$ cat config.mk
export PLATFORM = sky130hd
export DESIGN_NAME = vls_state
export DESIGN_NICKNAME = d
export VERILOG_FILES = /design/src/rtl/vls_pkg.sv /design/src/rtl/vls_clamp.sv /design/src/rtl/vls_wdec.sv /design/src/rtl/vls_state.sv
export SDC_FILE = /design/constraint.sdc
export NUM_CORES = 1
export LEC_CHECK = 0
export ABC_AREA = 1
export BUFFER_PORTS_ARGS = -buffer_cell sky130_fd_sc_hd__buf_2
export CAP_MARGIN = 20
export CORE_UTILIZATION = 45
export DETAILED_ROUTE_END_ITERATION = 12
export GPL_TIMING_DRIVEN = 0
export MAX_ROUTING_LAYER = met4
export PLACE_DENSITY = 0.84
export SYNTH_ARGS = -nofsm -noshare
export SYNTH_HDL_FRONTEND = slang
export SYNTH_SLANG_ARGS = --single-unit
export TNS_END_PERCENT = 5
$ cat constraint.sdc
create_clock -name clk -period 3 [get_ports clk]
set_input_delay 0.45 -clock clk [delete_from_list [all_inputs] [get_ports clk]]
set_output_delay 0.45 -clock clk [all_outputs]
set_load 0.005 [all_outputs]
$ cat src/rtl/vls_pkg.sv
package vls_pkg;
  localparam int VLS_MAXVL = 64;
  localparam int VLS_LW    = $clog2(VLS_MAXVL + 1);
  localparam int VLS_SW    = 3;
  localparam int VLS_WW    = 32;
  localparam int VLS_MAXSUB = 4;

  // field order msb->lsb gives the packed word layout
  typedef struct packed {
    logic [VLS_LW-1:0] src;
    logic [VLS_LW-1:0] dst;
    logic [VLS_SW-1:0] sub;
    logic [VLS_LW-1:0] vl;
    logic [VLS_LW-1:0] mvl;
  } vls_state_t;

  localparam int VLS_SB = $bits(vls_state_t);

  function automatic logic [VLS_WW-1:0] vls_pack(input vls_state_t s);
    return {{(VLS_WW-VLS_SB){1'b0}}, s};
  endfunction

  function automatic vls_state_t vls_unpack(input logic [VLS_WW-1:0] w);
    return vls_state_t'(w[VLS_SB-1:0]);
  endfunction

  function automatic vls_state_t vls_reset_state();
    vls_state_t s;
    s     = '0;
    s.mvl = VLS_LW'(VLS_MAXVL);
    s.sub = VLS_SW'(1);
    return s;
  endfunction
endpackage

$ cat src/rtl/vls_clamp.sv
module vls_clamp #(
  parameter int AW = 16,
  parameter int BW = 7
) (
  input  logic [AW-1:0] a,
  input  logic [BW-1:0] b,
  output logic [BW-1:0] y
);
  localparam int W = (AW > BW) ? AW : BW;
  logic [W-1:0] ae, be;
  always_comb begin
    ae = W'(a);
    be = W'(b);
    y  = (ae < be) ? ae[BW-1:0] : b;
  end
endmodule

$ cat src/rtl/vls_wdec.sv
module vls_wdec
  import vls_pkg::*;
(
  input  logic [VLS_WW-1:0] word,
  output vls_state_t        next,
  output logic              bad
);
  vls_state_t raw;
  logic [VLS_LW-1:0] vl_c;
  logic mvl_bad, sub_bad;
  logic unused_rsvd;

  assign raw         = vls_unpack(word);
  assign unused_rsvd = ^word[VLS_WW-1:VLS_SB];

  vls_clamp #(.AW(VLS_LW), .BW(VLS_LW)) u_vl_clamp (
    .a(raw.vl), .b(raw.mvl), .y(vl_c)
  );

  always_comb begin
    mvl_bad = (raw.mvl == '0) || (raw.mvl > VLS_LW'(VLS_MAXVL));
    sub_bad = (raw.sub == '0) || (raw.sub > VLS_SW'(VLS_MAXSUB));
    bad     = mvl_bad || sub_bad;
    next    = raw;
    next.vl = vl_c;
  end
endmodule

$ cat src/rtl/vls_state.sv
module vls_state
  import vls_pkg::*;
#(
  parameter int REQ_W = 16
) (
  input  logic                clk,
  input  logic                rst_n,
  input  logic                setvl_req,
  input  logic [REQ_W-1:0]    setvl_len,
  output logic [VLS_LW-1:0]   setvl_grant,
  input  logic                wr_en,
  input  logic [VLS_WW-1:0]   wr_word,
  output logic [VLS_WW-1:0]   live_word,
  output logic [VLS_WW-1:0]   save_word,
  output logic [VLS_WW-1:0]   link_word,
  input  logic                trap_enter,
  input  logic                trap_ret,
  input  logic                branch_link,
  output logic                illegal_o
);
  vls_state_t live_q, save_q, link_q;
  vls_state_t wr_next;
  logic       wr_bad;
  logic       ill_q;
  logic       do_trap, do_link, do_wr, do_setvl;

  vls_clamp #(.AW(REQ_W), .BW(VLS_LW)) u_grant (
    .a(setvl_len), .b(live_q.mvl), .y(setvl_grant)
  );

  vls_wdec u_wdec (
    .word(wr_word), .next(wr_next), .bad(wr_bad)
  );

  always_comb begin
    do_trap  = trap_enter | trap_ret;
    do_link  = !do_trap && branch_link;
    do_wr    = !do_trap && !branch_link && wr_en;
    do_setvl = !do_trap && !branch_link && !wr_en && setvl_req;
  end

  always_ff @(posedge clk) begin
    if (!rst_n) begin
      live_q <= vls_reset_state();
      save_q <= vls_reset_state();
      link_q <= vls_reset_state();
      ill_q  <= 1'b0;
    end else begin
      ill_q <= 1'b0;
      if (do_trap) begin
        live_q <= save_q;
        save_q <= live_q;
      end else if (do_link) begin
        live_q <= link_q;
        link_q <= live_q;
      end else if (do_wr) begin
        if (wr_bad) ill_q  <= 1'b1;
        else        live_q <= wr_next;
      end else if (do_setvl) begin
        live_q.vl <= setvl_grant;
      end
    end
  end

  assign live_word = vls_pack(live_q);
  assign save_word = vls_pack(save_q);
  assign link_word = vls_pack(link_q);
  assign illegal_o = ill_q;
endmodule

* Yosys cells after proc, flatten, opt, wreduce, memory -nomap -nowiden
Cells that the tools add are included.
** Word-level totals
- Input bits :: 55
- Flip-flop bits (word level) :: 94
- Output and inout bits :: 104
- Logic and storage cells :: 55
** Cells by class
- Multiplexer cells :: 10
- Order comparisons :: 4
- Equal/unequal tests :: 2
- Bitwise operators :: 4
- Reductions and logical operators :: 19
** Operators with widths (number)
- 2-to-1 mux 31 bit :: 3
- 2-to-1 mux 7 bit :: 5
- 2-to-1 mux 17 bit :: 1
- less-than comparator 16 x 7 -> 1 bit :: 1
- greater-than comparator 7 bit (second input constant) :: 1
- logical NOT 7 bit :: 1
- less-than comparator 7 bit :: 1
- AND reduction 2 bit :: 3
- logical AND 1 bit :: 5
- != test 4 bit (second input constant) :: 1
- nonzero test 4 bit :: 1
- OR reduction 4 bit :: 1
- greater-than comparator 3 bit (second input constant) :: 1
- logical NOT 1 bit :: 3
- logical NOT 3 bit :: 1
- logical OR 1 bit :: 3
- != test 3 bit (second input constant) :: 1
- inverter 1 bit :: 3
- nonzero test 3 bit :: 1
- 2-to-1 mux 1 bit :: 1
- OR 1 bit :: 1

* Longest topological paths before layout
- Word-level depth :: 9
- Depth in mapped cells :: 13
- Gate-level depth less buffers :: 13

* By module
Synthesis repeated with hierarchy kept, for this count alone.
** Second synthesis, totals
- Cells, all modules :: 725
- Area total of the unflattened synthesis :: 4924.7 µm²
** Modules (own cells, without submodules)
- vls_state :: sequential area each 1881.8 µm², times used 1, cells each 566, area an instance 4043.9 µm²
- vls_clamp at u_grant :: sequential area each 0.0 µm², times used 1, cells each 60, area an instance 317.8 µm²
- vls_clamp at u_wdec.u_vl_clamp :: sequential area each 0.0 µm², times used 1, cells each 53, area an instance 289.0 µm²
- vls_wdec :: sequential area each 0.0 µm², times used 1, cells each 46, area an instance 274.0 µm²

* Least setup slack after synthesis
OpenSTA, ideal clock, no wires.
- Kind :: input port to output port
- From :: in setvl_len[5]
- To :: out setvl_grant[0]
- Stages on the path :: 7
- Arrival :: 1.457 ns
- Path slack :: 1.093 ns
- Cells stage by stage :: ha_1 > a21oi_1 > nor2_1 > nor2_4 > nand2_1 > nand2_1 > and2_1
** On the way
- Cells in the longest elaborated chain, start to end :: 2
** RTL lines
- start: declaration :: line vls_state.sv:9 : input logic [REQ_W-1:0] setvl_len,
- less-than comparator 16 x 7 -> 1 bit :: line vls_clamp.sv:14 : y = (ae < be) ? ae[BW-1:0] : b;
- 2-to-1 mux 7 bit :: line vls_clamp.sv:14
- end: declaration :: line vls_state.sv:10 : output logic [VLS_LW-1:0] setvl_grant,
No other way between the ends.

* Worst setup path in the final report
- From :: reg live_q (netlist bit live_word[6])
- To :: out setvl_grant[3]
** On the way
- Cells in the longest elaborated chain, start to end :: 2
** RTL lines
- start: declaration :: line vls_state.sv:21 : vls_state_t live_q, save_q, link_q;
- start signal: assignment :: line vls_state.sv:44 : live_q <= vls_reset_state();
- start signal: assignment :: line vls_state.sv:51 : live_q <= save_q;
- start signal: assignment :: line vls_state.sv:54 : live_q <= link_q;
- less-than comparator 16 x 7 -> 1 bit :: line vls_clamp.sv:14
- 2-to-1 mux 7 bit :: line vls_clamp.sv:14
No other way between the ends.

==> out/qor.tcl <==
set qor(grt_remaining_overflow) 0
set qor(power_switching_share_pct) 31.6
set qor(required_ns) 2.55
set qor(cellPowerDensity_nw_per_um2) 479
set qor(drtAntennaViolNets) 0
set qor(top_layer) {met4}
set qor(criticalPathCategory) {flop to output pin}
set qor(dominantRegCellSynth) {dfxtp_1}
set qor(worstPathCellList) {inv_1 > ha_1 > inv_1 > nor3_1 > nand2_1 > nand2_1 > nand2_1 > and2_1 > buf_2}
set qor(postLayoutCellArea_sq_um) 5650
set qor(yosysWarnings) 0
set qor(finalWirelength_mm) 14.2
set qor(post_cts_buffers) 0
set qor(routabilityCongestion) 0.952
set qor(syn_inst) 648
set qor(post_route_minimum_period_ns) 2.64
set qor(crit_path_top_delay_cell) {dfxtp_1}
set qor(remaining_design_rule_violation_count) 0
set qor(fmax_ghz) 0.379
set qor(maxCapViolCount) 0
set qor(synth_mux_area_share_pct) 0
set qor(vias_per_cell) 5.27
set qor(final_critical_path_setup_slack_ns) 0.362
set qor(worst_setup_path_start_kind) {flop}
set qor(grt_pass1_wl_mm) 21.7
set qor(drt-initial-drc-count) 376
set qor(cell_area_after_synthesis_sq_um) 4510
set qor(antenna_cells_inserted) 0
set qor(port-buffer-count) 154
set qor(core_region_area_sq_um) 9730
set qor(crit_path_end_kind) {output pin}
set qor(crit-reg2reg-capture) {live_word[9]}
set qor(cts_hold_buf) 0
set qor(reg_clk_slew_reported_paths_ns) 0.11
set qor(die-height_um) 102
set qor(status) {complete, no violations}
set qor(timing.clock.skew_ns) 0.00944
set qor(cp_data_arrival_time_ns) 2.19
set qor(critPathMostFrequentCell) {nand2_1}
set qor(placed_instance_area_sq_um) 5460
set qor(grt_use_total_pct) 28.1
set qor(detail_route.wl_per_cell_um) 14.9
set qor(worst_hold_startpoint) {wr_word[27]}
set qor(pwr-share-seq_pct) 51.3
set qor(via_count) 5022
set qor(cts_buffers) 9
set qor(area_delta_synth_final_pct) 25.3
set qor(synth-compound-area-share_pct) 17.6
set qor(syn-mean-instance-area_sq_um) 6.96
set qor(worst_slew_margin_rel_pct) 58.9
set qor(peakVddDrop_uv) 278
set qor(synth_cell_type_count) 35
set qor(timing_worst_slew_pin_value_ns) 0.617
set qor(maximum_number_of_pins_on_one_net_before_global_route_repair) 20
set qor(antenna_found_initial) 0
set qor(place_worst_setup_slack_ns) 0.698
set qor(power.combinational.fraction_pct) 17.7
set qor(routed-wl-met2_mm) 6.40
set qor(dp.final_hpwl_mm) 10.6
set qor(r2r_start) {live_word[6]}
set qor(crit_path_max_fanout) 8
set qor(cts.repair.resized) 0
set qor(net-switching-power_mw) 0.856
set qor(clockPowerShare_pct) 31.0
set qor(timing.hold.worst.class) {input port to flop}
set qor(timing_hold_violations_final) 0
set qor(timing.hold.worst_path_depth) 5
set qor(rsz_0062_raised_after_global_routing) {no}
set qor(tritoncts_num_sinks) 94
set qor(initial_utilization_pct) 46.4
set qor(reg2reg_slack_ns) 1.01
set qor(tritoncts) {done}
set qor(post_synth_and_or_nand_nor_area_fraction_pct) 28.6
set qor(ctsRootBufferMaster) {clkbuf_8}
set qor(routedLengthMet1_mm) 6.04
set qor(setup_viol) 0
set qor(slowest_delay_ns) 0.36
set qor(fin_tns_setup_ns) 0
set qor(ff2ff_path_depth) 11
set qor(synth_async_sr_flop_share_pct) 0
set qor(synth_edf_count) 0
set qor(synth_top_family_by_area) {simple AND/OR/NAND/NOR gates}
set qor(row_count) 36
set qor(area.sequential_sq_um) 1880
set qor(grt_pass1_vias) 4277
set qor(multi_input_area_sq_um) 2250
set qor(post-route-period-util_pct) 87.9
set qor(synth_sequential_area_ratio_pct) 41.7
set qor(fp.dieArea_sq_um) 10400
set qor(nFillCells) 968
set qor(synthXorXnorAreaFrac_pct) 0.194
set qor(clock_tree.buffer_depth) 2
set qor(cts.htree.levels) 3
set qor(hold_path_end) {live_word[27]}
set qor(cell_internal_pwr_mw) 1.85
set qor(ys_seq_elements) 94
set qor(synthAdderAreaFrac_pct) 3.33
set qor(layout-drive-gt1-share_pct) 24.5
set qor(timing.final.max_slew_violations) 0
set qor(ioPinCount) 159
set qor(clk_latency_ns) 0.38
set qor(power_leakage_nw) 2.98
set qor(detail_route.first_pass.iterations) 5
set qor(detailroute.wirelength.met3_mm) 1.26
set qor(nNetsFinal) 882
set qor(die_width_um) 102
==> worst max-delay path, delay by kind of cell, from the launching register on <==
kind | cells | cell delay [ns]
adders and majority gates | 1 | 0.29
buffers and inverters | 3 | 0.27
DFF | 1 | 0.36
and+or+nand+nor | 5 | 0.88
==> cell type report <==
type	instances	share of cell area, %
tap	133	2.94
sequential	94	33.3
inverter	52	3.45
multi-input combinational	466	39.9
clock inverter	7	1.31
timing repair buffer	154	13.6
clock buffer	9	2.19
buffer	38	3.32
==> synthesized netlist by cell type, types with 2 or more instances <==
master / n / area share (%)
a21oi_1: 51 / 5.7
a22o_1: 4 / 0.78
and2_1: 7 / 0.97
buf_1: 2 / 0.17
buf_2: 14 / 1.6
buf_4: 5 / 0.83
clkbuf_1: 15 / 1.2
dfxtp_1: 94 / 42
ha_1: 12 / 3.3
inv_1: 49 / 4.1
inv_2: 2 / 0.17
nand2_1: 114 / 9.5
nand3_1: 48 / 5.3
nand3_2: 2 / 0.44
nand3b_1: 6 / 1.0
nor2_1: 111 / 9.2
nor2_4: 2 / 0.50
o211ai_1: 7 / 1.2
o21ai_0: 85 / 9.4
o21ai_1: 2 / 0.22
or2_0: 2 / 0.28
==> worst max path at each step <==
stage	cells past startpoint	slack [ns]	to	from
floorplan	7	1.09	setvl_grant[0]	setvl_len[5]
global placement	9	0.70	setvl_grant[3]	setvl_len[5]
global route	9	0.21	setvl_grant[3]	live_word[5]
finish	9	0.36	setvl_grant[3]	live_word[6]
CTS	9	0.39	setvl_grant[3]	live_word[6]
detailed placement	9	0.70	setvl_grant[3]	setvl_len[5]
==> per-stage QoR <==
stage | cells | util, % | power, mW | hold WS [ns]
after floorplan | 650 | - | 1.67 | 0.455
after global placement | 937 | 56.1 | 1.88 | 0.452
after detailed placement | 937 | 56.1 | 1.89 | 0.458
after CTS | 953 | 58.1 | 2.70 | 0.436
after global routing | 953 | 58.1 | 2.83 | 0.454
final | 953 | 58.1 | 2.71 | 0.445
==> state kept, by name, summed over array words and instances (netlist names) <==
register	count
save_word	31
illegal_o	1
live_word	31
link_word	31
==> cell usage in the layout (no fill, tap or decap), drive strengths merged <==
cell / n
nor2: 115
nand3: 50
a221oi: 1
dfxtp: 94
conb: 3
a22o: 4
o21a: 1
a21oi: 51
inv: 55
nand3b: 6
clkbuf: 25
or2: 2
ha: 12
nand2: 116
nand4: 1
xnor2: 1
nor3: 1
clkinv: 4
o211ai: 7
and2: 8
buf: 176
o21ai: 87
==> per-layer routing <==
layer,up-vias,GRT usage (%)
met5,-,-
met4,0,12.1
met3,43,4.65
met2,275,41.7
met1,2254,37.6
li1,2450,-
==> power groups by stage <==
stage | combinational, mW | sequential [mW] | clock, mW
6_report | 0.478 | 1.39 | 0.840
5_1_grt | 0.537 | 1.40 | 0.892
4_1_cts | 0.474 | 1.39 | 0.842
3_5_place_dp | 0.471 | 1.41 | 0
3_3_place_gp | 0.463 | 1.41 | 0
2_1_floorplan | 0.259 | 1.41 | 0
==> logic make-up (layout without fill, tap and decap cells) <==
family / count (synthesis) / count (layout)
AO/OA/AOI/OAI: 151 / 151
XOR/XNOR: 1 / 1
adder cells (fa/ha/maj): 12 / 12
buffers and inverters: 90 / 260
flip-flops: 94 / 94
other: 1 / 3
AND/OR/NAND/NOR: 299 / 299
Power figures use the tool's default switching activity.
